[config.mk]
export PLATFORM = sky130hd
export DESIGN_NAME = can_frame_tx
export DESIGN_NICKNAME = d
export VERILOG_FILES = /design/src/rtl/can_tx_pkg.sv /design/src/rtl/can_crc15.sv /design/src/rtl/can_idle_det.sv /design/src/rtl/can_tx_seq.sv /design/src/rtl/can_frame_tx.sv
export SDC_FILE = /design/constraint.sdc
export NUM_CORES = 1
export LEC_CHECK = 0
export BUFFER_PORTS_ARGS = -buffer_cell sky130_fd_sc_hd__clkbuf_2
export CAP_MARGIN = 20
export CORE_ASPECT_RATIO = 0.75
export CORE_MARGIN = 4
export CORE_UTILIZATION = 40
export CTS_CLUSTER_SIZE = 14
export DETAILED_ROUTE_END_ITERATION = 8
export GPL_TIMING_DRIVEN = 1
export HOLD_SLACK_MARGIN = 0.08
export RECOVER_POWER = 100
export SETUP_SLACK_MARGIN = 0.1
export SYNTH_ARGS = -nofsm -noshare
export SYNTH_HDL_FRONTEND = slang
export SYNTH_HIERARCHICAL = 1
export SYNTH_SLANG_ARGS = --single-unit
[constraint.sdc]
create_clock -name clk -period 5.9 [get_ports clk]
set_input_delay 0.885 -clock clk [delete_from_list [all_inputs] [get_ports clk]]
set_output_delay 0.885 -clock clk [all_outputs]
set_load 0.05 [all_outputs]
[src/rtl/can_tx_pkg.sv]
`timescale 1ns/1ps
package can_tx_pkg;

  localparam int CRC_W = 15;

  typedef enum logic [3:0] {
    PH_IDLE, PH_SOF, PH_ID, PH_RTR, PH_CTRL, PH_DATA,
    PH_CRC, PH_CDEL, PH_ACK, PH_ADEL, PH_EOF
  } phase_e;

  // One serial CRC step: feedback is the incoming bit against the top bit.
  function automatic logic [CRC_W-1:0] crc_step(input logic [CRC_W-1:0] c,
                                                input logic b,
                                                input logic [CRC_W-1:0] poly);
    logic fb;
    fb = b ^ c[CRC_W-1];
    crc_step = {c[CRC_W-2:0], 1'b0} ^ (fb ? poly : '0);
  endfunction

  // Number of data bytes carried: none for remote, length code clamped to max.
  function automatic int payload_bytes(input logic [3:0] dlc, input logic rtr,
                                       input int max_bytes);
    if (rtr) payload_bytes = 0;
    else if (int'(dlc) > max_bytes) payload_bytes = max_bytes;
    else payload_bytes = int'(dlc);
  endfunction

endpackage

[src/rtl/can_crc15.sv]
`timescale 1ns/1ps
module can_crc15
  import can_tx_pkg::*;
#(
  parameter logic [CRC_W-1:0] POLY = 15'h4599
) (
  input  logic             clk,
  input  logic             rst_n,
  input  logic             clr_i,
  input  logic             en_i,
  input  logic             shift_i,
  input  logic             din_i,
  output logic [CRC_W-1:0] crc_o
);
  logic [CRC_W-1:0] crc_q;

  always_ff @(posedge clk or negedge rst_n) begin
    if (!rst_n)       crc_q <= '0;
    else if (clr_i)   crc_q <= '0;
    else if (en_i)    crc_q <= crc_step(crc_q, din_i, POLY);
    else if (shift_i) crc_q <= {crc_q[CRC_W-2:0], 1'b0};
  end

  assign crc_o = crc_q;

  // a clear always leaves an all-zero register for the start bit
  p_crc_clear_r5: assert property (@(posedge clk) disable iff (!rst_n)
    clr_i |=> (crc_o == '0));
endmodule

[src/rtl/can_idle_det.sv]
`timescale 1ns/1ps
module can_idle_det #(
  parameter int IDLE_BITS = 11
) (
  input  logic clk,
  input  logic rst_n,
  input  logic strobe_i,
  input  logic rx_i,
  input  logic hold_i,
  output logic idle_o
);
  localparam int CW = $clog2(IDLE_BITS + 1);
  logic [CW-1:0] cnt_q;

  always_ff @(posedge clk or negedge rst_n) begin
    if (!rst_n)        cnt_q <= '0;
    else if (hold_i)   cnt_q <= '0;
    else if (strobe_i) begin
      if (!rx_i)                          cnt_q <= '0;
      else if (cnt_q != CW'(IDLE_BITS))   cnt_q <= cnt_q + 1'b1;
    end
  end

  assign idle_o = (cnt_q == CW'(IDLE_BITS));

  // a dominant sample always breaks the idle condition
  p_dom_breaks_idle_r2: assert property (@(posedge clk) disable iff (!rst_n)
    (strobe_i && !rx_i) |=> !idle_o);
  // idle can only appear on a recessive sample strobe
  p_idle_on_rec_r2: assert property (@(posedge clk) disable iff (!rst_n)
    $rose(idle_o) |-> $past(strobe_i && rx_i && !hold_i));
endmodule

[src/rtl/can_tx_seq.sv]
`timescale 1ns/1ps
module can_tx_seq
  import can_tx_pkg::*;
#(
  parameter int ID_W   = 11,
  parameter int DLC_W  = 4,
  parameter int DATA_W = 64,
  parameter int EOF_W  = 7
) (
  input  logic              clk,
  input  logic              rst_n,
  input  logic              go_i,
  input  logic              bit_strobe_i,
  input  logic              stuff_stall_i,
  input  logic              rx_i,
  input  logic [ID_W-1:0]   id_i,
  input  logic              rtr_i,
  input  logic [DLC_W-1:0]  dlc_i,
  input  logic [DATA_W-1:0] data_i,
  input  logic [CRC_W-1:0]  crc_i,
  output logic              crc_clr_o,
  output logic              crc_en_o,
  output logic              crc_shift_o,
  output logic              crc_din_o,
  output logic              frm_bit_o,
  output logic              frm_vld_o,
  output logic              stuff_reg_o,
  output logic              done_o,
  output logic              lost_o,
  output logic              biterr_o,
  output logic              ackerr_o
);
  localparam int MAX_BYTES = DATA_W / 8;
  localparam int CTRL_W    = 2 + DLC_W;
  localparam int HDR_W     = 1 + ID_W + 1 + CTRL_W;
  localparam int CNT_W     = $clog2(DATA_W + CRC_W + 1);

  phase_e             phase_q;
  logic [CNT_W-1:0]   cnt_q;
  logic [HDR_W-1:0]   hdr_q;
  logic [DATA_W-1:0]  dat_q;
  logic [CNT_W-1:0]   nbits;
  logic               cur_bit;

  // Internal events brought out as named wires
  logic start_ev, adv_ev, in_arb, lost_ev, ackmiss_ev, biterr_ev, abort_ev;
  logic last_ev, done_ev;

  function automatic logic [CNT_W-1:0] last_of(input phase_e p,
                                               input logic [CNT_W-1:0] nb);
    case (p)
      PH_ID:   last_of = CNT_W'(ID_W - 1);
      PH_CTRL: last_of = CNT_W'(CTRL_W - 1);
      PH_DATA: last_of = nb - 1'b1;
      PH_CRC:  last_of = CNT_W'(CRC_W - 1);
      PH_EOF:  last_of = CNT_W'(EOF_W - 1);
      default: last_of = '0;
    endcase
  endfunction

  function automatic phase_e next_of(input phase_e p, input logic has_data);
    case (p)
      PH_SOF:  next_of = PH_ID;
      PH_ID:   next_of = PH_RTR;
      PH_RTR:  next_of = PH_CTRL;
      PH_CTRL: next_of = has_data ? PH_DATA : PH_CRC;
      PH_DATA: next_of = PH_CRC;
      PH_CRC:  next_of = PH_CDEL;
      PH_CDEL: next_of = PH_ACK;
      PH_ACK:  next_of = PH_ADEL;
      PH_ADEL: next_of = PH_EOF;
      default: next_of = PH_IDLE;
    endcase
  endfunction

  assign nbits = CNT_W'(payload_bytes(4'(dlc_i), rtr_i, MAX_BYTES) * 8);

  always_comb begin
    case (phase_q)
      PH_SOF, PH_ID, PH_RTR, PH_CTRL: cur_bit = hdr_q[HDR_W-1];
      PH_DATA:                        cur_bit = dat_q[DATA_W-1];
      PH_CRC:                         cur_bit = crc_i[CRC_W-1];
      default:                        cur_bit = 1'b1;
    endcase
  end

  assign frm_vld_o   = (phase_q != PH_IDLE);
  assign frm_bit_o   = cur_bit;
  assign stuff_reg_o = (phase_q == PH_SOF) || (phase_q == PH_ID) ||
                       (phase_q == PH_RTR) || (phase_q == PH_CTRL) ||
                       (phase_q == PH_DATA) || (phase_q == PH_CRC);
  assign in_arb      = (phase_q == PH_ID) || (phase_q == PH_RTR);

  assign start_ev   = go_i && (phase_q == PH_IDLE);
  assign adv_ev     = bit_strobe_i && frm_vld_o && !(stuff_stall_i && stuff_reg_o);
  assign lost_ev    = adv_ev && in_arb && cur_bit && !rx_i;
  assign ackmiss_ev = adv_ev && (phase_q == PH_ACK) && rx_i;
  assign biterr_ev  = adv_ev && (phase_q != PH_ACK) && (cur_bit != rx_i) && !lost_ev;
  assign abort_ev   = lost_ev || ackmiss_ev || biterr_ev;
  assign last_ev    = (cnt_q == last_of(phase_q, nbits));
  assign done_ev    = adv_ev && !abort_ev && (phase_q == PH_EOF) && last_ev;

  assign crc_clr_o   = start_ev;
  assign crc_en_o    = adv_ev && stuff_reg_o && (phase_q != PH_CRC);
  assign crc_shift_o = adv_ev && (phase_q == PH_CRC);
  assign crc_din_o   = cur_bit;

  always_ff @(posedge clk or negedge rst_n) begin
    if (!rst_n) begin
      phase_q <= PH_IDLE;
      cnt_q   <= '0;
      hdr_q   <= '0;
      dat_q   <= '0;
    end else if (start_ev) begin
      phase_q <= PH_SOF;
      cnt_q   <= '0;
      hdr_q   <= {1'b0, id_i, rtr_i, 2'b00, dlc_i};
      dat_q   <= data_i;
    end else if (adv_ev) begin
      if (abort_ev) begin
        phase_q <= PH_IDLE;
        cnt_q   <= '0;
      end else begin
        if (phase_q == PH_SOF || phase_q == PH_ID ||
            phase_q == PH_RTR || phase_q == PH_CTRL)
          hdr_q <= {hdr_q[HDR_W-2:0], 1'b1};
        if (phase_q == PH_DATA)
          dat_q <= {dat_q[DATA_W-2:0], 1'b1};
        if (last_ev) begin
          phase_q <= next_of(phase_q, nbits != '0);
          cnt_q   <= '0;
        end else begin
          cnt_q   <= cnt_q + 1'b1;
        end
      end
    end
  end

  always_ff @(posedge clk or negedge rst_n) begin
    if (!rst_n) begin
      done_o   <= 1'b0;
      lost_o   <= 1'b0;
      biterr_o <= 1'b0;
      ackerr_o <= 1'b0;
    end else begin
      done_o   <= done_ev;
      lost_o   <= lost_ev;
      biterr_o <= biterr_ev;
      ackerr_o <= ackmiss_ev;
    end
  end

  // at most one outcome per strobe
  p_single_outcome_r6: assert property (@(posedge clk) disable iff (!rst_n)
    $onehot0({done_o, lost_o, biterr_o, ackerr_o}));
  // arbitration loss only comes out of the arbitration field
  p_lost_in_arb_r7: assert property (@(posedge clk) disable iff (!rst_n)
    lost_o |-> $past(phase_q == PH_ID || phase_q == PH_RTR));
  // acknowledge error only comes out of the ACK slot
  p_ackerr_slot_r8: assert property (@(posedge clk) disable iff (!rst_n)
    ackerr_o |-> $past(phase_q == PH_ACK));
  // completion only after the final end bit
  p_done_last_eof_r6: assert property (@(posedge clk) disable iff (!rst_n)
    done_o |-> ($past(phase_q == PH_EOF) && !frm_vld_o));
  // a stalled strobe freezes the position and the presented bit
  p_stall_hold_r11: assert property (@(posedge clk) disable iff (!rst_n)
    (bit_strobe_i && stuff_stall_i && stuff_reg_o && !start_ev)
      |=> ($stable(phase_q) && $stable(cnt_q) && $stable(frm_bit_o)));
  // after any abort the block no longer drives
  p_abort_release_r9: assert property (@(posedge clk) disable iff (!rst_n)
    (lost_o || biterr_o || ackerr_o) |-> (!frm_vld_o && frm_bit_o));
endmodule

[src/rtl/can_frame_tx.sv]
`timescale 1ns/1ps
module can_frame_tx
  import can_tx_pkg::*;
#(
  parameter int ID_W      = 11,
  parameter int DLC_W     = 4,
  parameter int MAX_BYTES = 8,
  parameter int IDLE_BITS = 11,
  parameter int EOF_W     = 7,
  parameter logic [14:0] POLY = 15'h4599
) (
  input  logic                   clk,
  input  logic                   rst_n,
  input  logic                   bit_strobe,
  input  logic                   rx_bit,
  input  logic                   stuff_stall,
  input  logic                   req_valid,
  output logic                   req_ready,
  input  logic [ID_W-1:0]        req_id,
  input  logic                   req_rtr,
  input  logic [DLC_W-1:0]       req_dlc,
  input  logic [MAX_BYTES*8-1:0] req_data,
  output logic                   frm_bit,
  output logic                   frm_vld,
  output logic                   stuff_region,
  output logic                   tx_done,
  output logic                   arb_lost,
  output logic                   bit_err,
  output logic                   ack_err
);
  localparam int DATA_W = MAX_BYTES * 8;

  logic              pend_q;
  logic [ID_W-1:0]   id_q;
  logic              rtr_q;
  logic [DLC_W-1:0]  dlc_q;
  logic [DATA_W-1:0] dat_q;
  logic              bus_idle;
  logic              accept;
  logic              crc_clr, crc_en, crc_shift, crc_din;
  logic [CRC_W-1:0]  crc_val;

  assign req_ready = !pend_q;
  assign accept    = req_valid && req_ready;

  always_ff @(posedge clk or negedge rst_n) begin
    if (!rst_n) begin
      pend_q <= 1'b0;
      id_q   <= '0;
      rtr_q  <= 1'b0;
      dlc_q  <= '0;
      dat_q  <= '0;
    end else if (accept) begin
      pend_q <= 1'b1;
      id_q   <= req_id;
      rtr_q  <= req_rtr;
      dlc_q  <= req_dlc;
      dat_q  <= req_data;
    end else if (tx_done) begin
      pend_q <= 1'b0;
    end
  end

  can_idle_det #(.IDLE_BITS(IDLE_BITS)) u_idle (
    .clk      (clk),
    .rst_n    (rst_n),
    .strobe_i (bit_strobe),
    .rx_i     (rx_bit),
    .hold_i   (frm_vld),
    .idle_o   (bus_idle)
  );

  can_crc15 #(.POLY(POLY)) u_crc (
    .clk     (clk),
    .rst_n   (rst_n),
    .clr_i   (crc_clr),
    .en_i    (crc_en),
    .shift_i (crc_shift),
    .din_i   (crc_din),
    .crc_o   (crc_val)
  );

  can_tx_seq #(
    .ID_W   (ID_W),
    .DLC_W  (DLC_W),
    .DATA_W (DATA_W),
    .EOF_W  (EOF_W)
  ) u_seq (
    .clk           (clk),
    .rst_n         (rst_n),
    .go_i          (pend_q && bus_idle && !tx_done),
    .bit_strobe_i  (bit_strobe),
    .stuff_stall_i (stuff_stall),
    .rx_i          (rx_bit),
    .id_i          (id_q),
    .rtr_i         (rtr_q),
    .dlc_i         (dlc_q),
    .data_i        (dat_q),
    .crc_i         (crc_val),
    .crc_clr_o     (crc_clr),
    .crc_en_o      (crc_en),
    .crc_shift_o   (crc_shift),
    .crc_din_o     (crc_din),
    .frm_bit_o     (frm_bit),
    .frm_vld_o     (frm_vld),
    .stuff_reg_o   (stuff_region),
    .done_o        (tx_done),
    .lost_o        (arb_lost),
    .biterr_o      (bit_err),
    .ackerr_o      (ack_err)
  );

  // driving only ever begins out of an idle bus
  p_start_idle_r2: assert property (@(posedge clk) disable iff (!rst_n)
    $rose(frm_vld) |-> $past(bus_idle));
  // a request offered while pending leaves the held frame untouched
  p_hold_frame_r1: assert property (@(posedge clk) disable iff (!rst_n)
    (pend_q && req_valid) |=> ($stable(id_q) && $stable(dat_q) && $stable(dlc_q)));
  // a frame is never dropped by a failure, only by completion
  p_keep_pending_r10: assert property (@(posedge clk) disable iff (!rst_n)
    (arb_lost || bit_err || ack_err) |-> !req_ready);
endmodule

==> metrics.txt, run 1 <==
setup bufs post-CTS=0; CTS root buf=clkbuf_16; DR vias=6402; Final GP Congestion=0.8288; RSZ-0062 raised after global routing=no; GRT Overall Usage=0.1534; worst hold path type=reg -> reg; initial antenna violation count=0; FF-to-FF End=u_seq/dat_q[34]$_DFFE_PN0P_; Net Sw Frac=0.3117; CP required=6.21 ns; clock network power share=0.320; combinational share of power=0.212; final wirelength=20450 µm; yosys warns=6; # resized after CTS=0; I/O Pins=94; Post-route DRC=0; cell repeated most along the worst path=nand2_1; Mapped Nets=950; Clock Tree Buf Depth=2; worst r2r src=u_seq/phase_q[1]$_DFFE_PN0P_; status=finished with violations; Cell Area, Synth=9952 µm²; setup TNS=0 ns; CP max stage delay=1.12 ns; failing checks=max-capacitance violations, max-slew violations; post-synth top area cell=dfrtp_1; min Tclk post-route=4.409 ns; critical path endpoint category=flop; Final Hold Vio Count=0; Worst-Margin Slew=3.109 ns; crit path to=u_seq/dat_q[34]$_DFFE_PN0P_; share of cells above drive strength 1=0.1783; DRT Pass-1 Iters=4; row cnt=49; Mean Syn Cell Area=11.57 µm²; Worst Path Arrival=4.72 ns; full die area=27490 µm²; ys async rst share=1.000; Cells after Synth=860; Fmax achieved=0.2268 GHz; ys flop type=dfrtp_1; largest net degree at the start of global routing=123; Max Cap Violations=3; Final ANT Viol Nets=0; simple-gate area share of the yosys netlist=0.1461; CTS tree=built; crit-path cells=nor2_1 -> nand3_4 -> buf_4 -> clkinvlp_2 -> buf_12 -> nand2_1 -> nand2_1 -> mux2_1; 1st-iter DRT viols=406; Post-Synth XOR/XNOR Area=0.01685; CP max-delay cell=clkinvlp_2; via count of the first global-routing pass=6375; final core utilization=0.4392; max-slew violation total from the final report=177; sequential-to-total area share from yosys stat=0.4979; most numerous cell in the Yosys netlist=nand2_1; Die Height=144.6 µm; worst r2r path cells=8; Switch Pwr=1107 µW; port bufs=93; total of fill cells in the finished design=2377; diodes inserted=0; Layout area overhead=6.878%; adder-cell share of the synthesized area=0.006035; chip width=190.1 µm; total clock sinks=198; post-synthesis cell type count=71; r2r setup slk=1.49 ns; post-synthesis mux area share=0.2149; CTS clk-pin slew, worst paths=0.08 ns; dominant cells by area after synthesis=dfrtp_1 (50%), mux2_4 (19%), nand2_1 (9.0%); Post-synth top cells=nand2_1 (239), dfrtp_1 (198), mux2_4 (129); Power Dens Cells=333.9 nW/µm²; global route overflow=0; Leak=0.005245 µW; Worst Clk Skew=0.01321 ns; Max-slew headroom=-1.072; CP Class=reg -> reg; Setup crit start=u_seq/phase_q[1]$_DFFE_PN0P_; DR WL/cell=15.99 µm; internal power=2444 µW; worst vdd ir=254.9 µV; Final #Nets=1025; mean number of vias per cell=5.005; Clock Latency Late Sink=0.44 ns; largest family of logic cells by synthesized area=multiplexers; sequential power share=0.469; top-area cell type share of the netlist area=0.4979; EDFF count, synth=0; crit-path max FO=70; H-tree Lvls=4; Initial Utilization=0.4110; hpwl dp=13040 µm; CORE AREA=24220 µm²; compound-gate portion of the synthesized area=0.07493; hold_buf cts=0; final worst-path cycle share=0.7473; CTS buffer count=17; Final setup viols=0; first-pass GRT wire length=33910 µm; Yosys reg bits=198; Critical Path Source Type=flop
==> worst max-delay path, delay by kind of cell (launching register included) <==
family	cells	cell delay, ns
buffers and inverters	3	2.25
DFF	1	0.76
muxes	1	0.31
and+or+nand+nor	4	0.91
==> worst min-delay path by stage <==
stage	endpoint	cells after the start	from
2_1_floorplan	u_seq/dat_q[1]$_DFFE_PN0P_	1	u_seq/dat_q[1]$_DFFE_PN0P_
3_3_place_gp	u_seq/dat_q[59]$_DFFE_PN0P_	1	u_seq/dat_q[59]$_DFFE_PN0P_
3_5_place_dp	u_seq/dat_q[58]$_DFFE_PN0P_	1	u_seq/dat_q[58]$_DFFE_PN0P_
4_1_cts	u_seq/dat_q[58]$_DFFE_PN0P_	1	u_seq/dat_q[58]$_DFFE_PN0P_
5_1_grt	u_seq/dat_q[48]$_DFFE_PN0P_	1	u_seq/dat_q[48]$_DFFE_PN0P_
6_report	pend_q$_DFFE_PN0P_	1	u_seq/done_o$_DFF_PN0_
==> cell type report <==
class                      instances  area (µm²)  share of cell area
tap                              331       414.1             0.03894
timing repair buffer             105       550.5             0.05176
clock inverter                    12       102.6            0.009646
multi-input combinational        602        4105              0.3860
inverter                          11       42.54            0.004000
clock buffer                      20       466.7             0.04388
sequential                       198        4955              0.4658
==> cell families after synthesis <==
| group | count (synthesis) |
|---|---|
| fa+ha+maj | 5 |
| compound gates | 103 |
| buf+inv | 60 |
| xor+xnor | 17 |
| flops | 198 |
| mux | 146 |
| simple gates | 331 |
==> power groups by stage <==
stage | Combinational, µW | Sequential [µW] | Clock, µW
after floorplan | 613 | 1640 | 0
after global placement | 767 | 1690 | 0
after detailed placement | 775 | 1690 | 0
after CTS | 781 | 1660 | 1170
after global routing | 844 | 1690 | 1230
final | 752 | 1660 | 1140
==> layout by cell type, fill, tap and decap left out, types with 4 or more instances in the layout <==
| cell type | Yosys | final |
|---|---|---|
| a221o_1 | 12 | 12 |
| nor2b_1 | 7 | 8 |
| ha_1 | 4 | 4 |
| mux2_2 | 2 | 23 |
| nand2b_1 | 8 | 8 |
| clkbuf_1 | 19 | 11 |
| a21oi_1 | 29 | 29 |
| o21ai_0 | 11 | 14 |
| xnor2_1 | 11 | 11 |
| dfrtp_1 | 198 | 198 |
| a31oi_1 | 5 | 5 |
| or3_1 | 5 | 5 |
| clkinvlp_4 | 0 | 4 |
| xor2_1 | 5 | 5 |
| nand3_1 | 14 | 13 |
| clkbuf_2 | 0 | 85 |
| nand2_1 | 239 | 239 |
| mux2_1 | 13 | 117 |
| buf_4 | 2 | 7 |
| nor2_1 | 14 | 14 |
| inv_1 | 9 | 9 |
| and2_1 | 5 | 4 |
| clkbuf_16 | 0 | 17 |
| nor3_1 | 12 | 11 |
| mux2_4 | 129 | 4 |
| clkinv_2 | 0 | 5 |
| a211oi_1 | 10 | 10 |
==> state kept, by name (all words and copies together) (netlist names) <==
signal / cells
u_seq/ackerr_o: 1
u_seq/done_o: 1
dat_q: 64
u_seq/dat_q: 64
u_crc/crc_o: 15
u_seq/cnt_q: 7
u_idle/cnt_q: 4
u_seq/biterr_o: 1
rtr_q: 1
id_q: 11
dlc_q: 4
u_seq/lost_o: 1
u_seq/phase_q: 4
pend_q: 1
u_seq/hdr_q: 19
==> layer usage <==
layer	up-vias	routed length [µm]	global-route usage
li1	3126	-	-
met1	3143	10520	0.2305
met2	119	8844	0.2207
met3	14	900	0.03740
met4	0	185	0.04458
met5	-	0	0
==> metrics by stage <==
| step | cell area, µm² | hold slack, ns | worst slack (ns) | std cells | power, µW |
|---|---|---|---|---|---|
| floorplan | 9952 | 0.4580 | 3.062 | 860 | 2248 |
| global placement | 10570 | 0.4676 | 2.334 | 1245 | 2453 |
| detailed placement | 10570 | 0.4748 | 2.319 | 1245 | 2462 |
| CTS | 11140 | 0.4914 | 2.318 | 1277 | 3610 |
| global route | 10640 | 0.5065 | 1.087 | 1279 | 3760 |
| finish | 10640 | 0.4827 | 1.491 | 1279 | 3551 |
No activity file was read; power rests on OpenSTA's default activity.
==> run 2, diff against run 1 <==
==> constraint.sdc (replaced) <==
create_clock -name clk -period 4.2 [get_ports clk]
set_input_delay 0.63 -clock clk [delete_from_list [all_inputs] [get_ports clk]]
set_output_delay 0.63 -clock clk [all_outputs]
set_load 0.05 [all_outputs]
==> metrics.txt, run 2 (synthesis gave the netlist of run 1 again) <==
CP Class=reg -> reg; Worst-Margin Slew=2.970 ns (-0.1389 ns); Clock Tree Buf Depth=2 (unchanged); worst hold path type=in -> reg; min Tclk post-route=3.529 ns (-0.8795 ns); Final setup viols=0 (unchanged); internal power=3561 µW (+46%); DR vias=6372 (-0.47%); GRT Overall Usage=0.1519 (-0.001517); clock network power share=0.335 (+0.015); Final Hold Vio Count=0 (unchanged); Switch Pwr=1504 µW (+36%); CTS clk-pin slew, worst paths=0.07 ns (about the same); Layout area overhead=7.857%; CP required=4.51 ns (-1.70 ns); combinational share of power=0.205 (-0.007); hpwl dp=13350 µm (+2.3%); mean number of vias per cell=4.966 (-0.78%); most frequent cells in the layout=nand2_1 (239), dfrtp_1 (198), mux2_1 (135); r2r setup slk=0.67 ns (-0.82 ns); full die area=27490 µm² (unchanged); Final ANT Viol Nets=0 (unchanged); Fin Hold WS=0.4043 ns (-0.07843 ns); max-slew violation total from the final report=116 (-34%); final wirelength=20250 µm (-0.96%); Die Height=144.6 µm (unchanged); final core utilization=0.4432 (+0.004030); CP max-delay cell=dfrtp_1; sequential power share=0.460 (-0.009); status=finished with violations; CTS buffer count=17 (unchanged); Final Instance Area=10730 µm² (+0.92%); RSZ-0062 raised after global routing=no; CORE AREA=24220 µm² (unchanged); # resized after CTS=0 (unchanged); Max Cap Violations=1 (-2); global route overflow=0 (unchanged); Fmax achieved=0.2833 GHz (+25%); setup bufs post-CTS=0 (unchanged); Critical Path Source Type=flop; first-pass GRT wire length=33640 µm (-0.77%); DRT Pass-1 Iters=4 (unchanged); hold path depth=2 (+1); biggest regs=dat_q: 64 flops, u_seq/dat_q: 64 flops, u_seq/hdr_q: 19 flops; crit-path cells=and2_0 -> o221ai_1 -> nor2_1 -> mux2i_4 -> o21ai_4 -> clkbuf_1 -> mux2_1; Net Sw Frac=0.2970 (-0.01467); 1st-iter DRT viols=452 (+11%); I/O Pins=94 (unchanged); CTS tree=built; Post-route DRC=0 (unchanged); final worst-path cycle share=0.8403 (+0.09306); WP buf/inv=1 (-2); setup TNS=0 ns (unchanged); row cnt=49 (unchanged); placed inst area=10650 µm² (+0.78%); diodes inserted=0 (unchanged); CTS root buf=clkbuf_16; share of cells above drive strength 1=0.1565 (-0.02176); hold_buf cts=0 (unchanged); DR WL/cell=15.78 µm (-1.3%); initial antenna violation count=0 (unchanged); CP Depth=7 (-1); failing checks=max-capacitance violations, max-slew violations; total clock sinks=198 (unchanged); Initial Utilization=0.4110 (unchanged); CP delay by family, top=compound AO/OA/AOI/OAI gates; commonest non-fill, non-tap cell in the layout=nand2_1; worst r2r path cells=7 (-1); Leak=0.005308 µW (+1.2%); CP max stage delay=0.72 ns (-0.40 ns); port bufs=93 (unchanged); largest net degree at the start of global routing=117 (-4.9%); Clock Latency Late Sink=0.44 ns (about the same); Max-slew headroom=-0.9799 (+0.09258); H-tree Lvls=4 (unchanged); crit-path max FO=22 (-69%); chip width=190.1 µm (unchanged); critical path endpoint category=flop; Worst Clk Skew=0.01052 ns (-0.002687 ns); Final #Nets=1030 (+0.49%); via count of the first global-routing pass=6401 (+0.41%); Power Dens Cells=471.9 nW/µm² (+41%); Worst Path Arrival=3.84 ns (-0.88 ns); worst vdd ir=312.6 µV (+23%); Final GP Congestion=0.8126 (-2.0%)
## run 2: cell types whose count changed in the layout (fill, tap and decap cells not counted), moves of 2 or more
cell        delta
bufinv_16      +2
buf_12         +2
clkbuf_1       +5
clkinvlp_4     -2
mux2_2        -22
mux2_4         +4
mux2_1        +18
clkinv_2       -3
## run 2: path summary, 6_finish.rpt
check / start / to
worst max-delay path: u_seq/phase_q[1]$_DFFE_PN0P_ / u_seq/dat_q[51]$_DFFE_PN0P_
worst min-delay path: req_id[8] / id_q[8]$_DFFE_PN0P_
worst max register to register: u_seq/phase_q[1]$_DFFE_PN0P_ / u_seq/dat_q[51]$_DFFE_PN0P_
worst min register to register: u_seq/dat_q[30]$_DFFE_PN0P_ / u_seq/dat_q[30]$_DFFE_PN0P_
max in group asynchronous: rst_n / u_seq/dat_q[47]$_DFFE_PN0P_
min in group asynchronous: rst_n / dat_q[17]$_DFFE_PN0P_
## run 2: power groups by stage
stage,Clock (µW),Combinational (µW),Sequential [µW]
final,1690,1040,2330
after global routing,1820,1160,2360
after CTS,1730,1090,2340
after detailed placement,0,1090,2370
after global placement,0,1070,2370
after floorplan,0,862,2300
## run 2: layout make-up
class,instances,area [µm²]
repair buffers,110,603.1
multi-input cells,602,4109
inverters,11,42.54
fillers,2353,13480
clock buffers,24,491.7
well taps,331,414.1
flip-flops and latches,198,4955
clock inverters,7,118.9
## run 2: metrics by stage
step           total power, µW  instances  setup WS, ns
6_report                  5065       1283        0.6707
5_1_grt                   5342       1283        0.4594
2_1_floorplan             3158        860         1.617
4_1_cts                   5162       1282        0.9624
3_5_place_dp              3455       1251         1.019
3_3_place_gp              3438       1251         1.077
## run 2: layer usage
layer | global-route usage | vias up | routed length, µm
li1 | - | 3138 | -
met5 | 0 | - | 0
met2 | 0.2242 | 109 | 8886
met3 | 0.03475 | 13 | 698
met1 | 0.2272 | 3112 | 10490
met4 | 0.03853 | 0 | 173
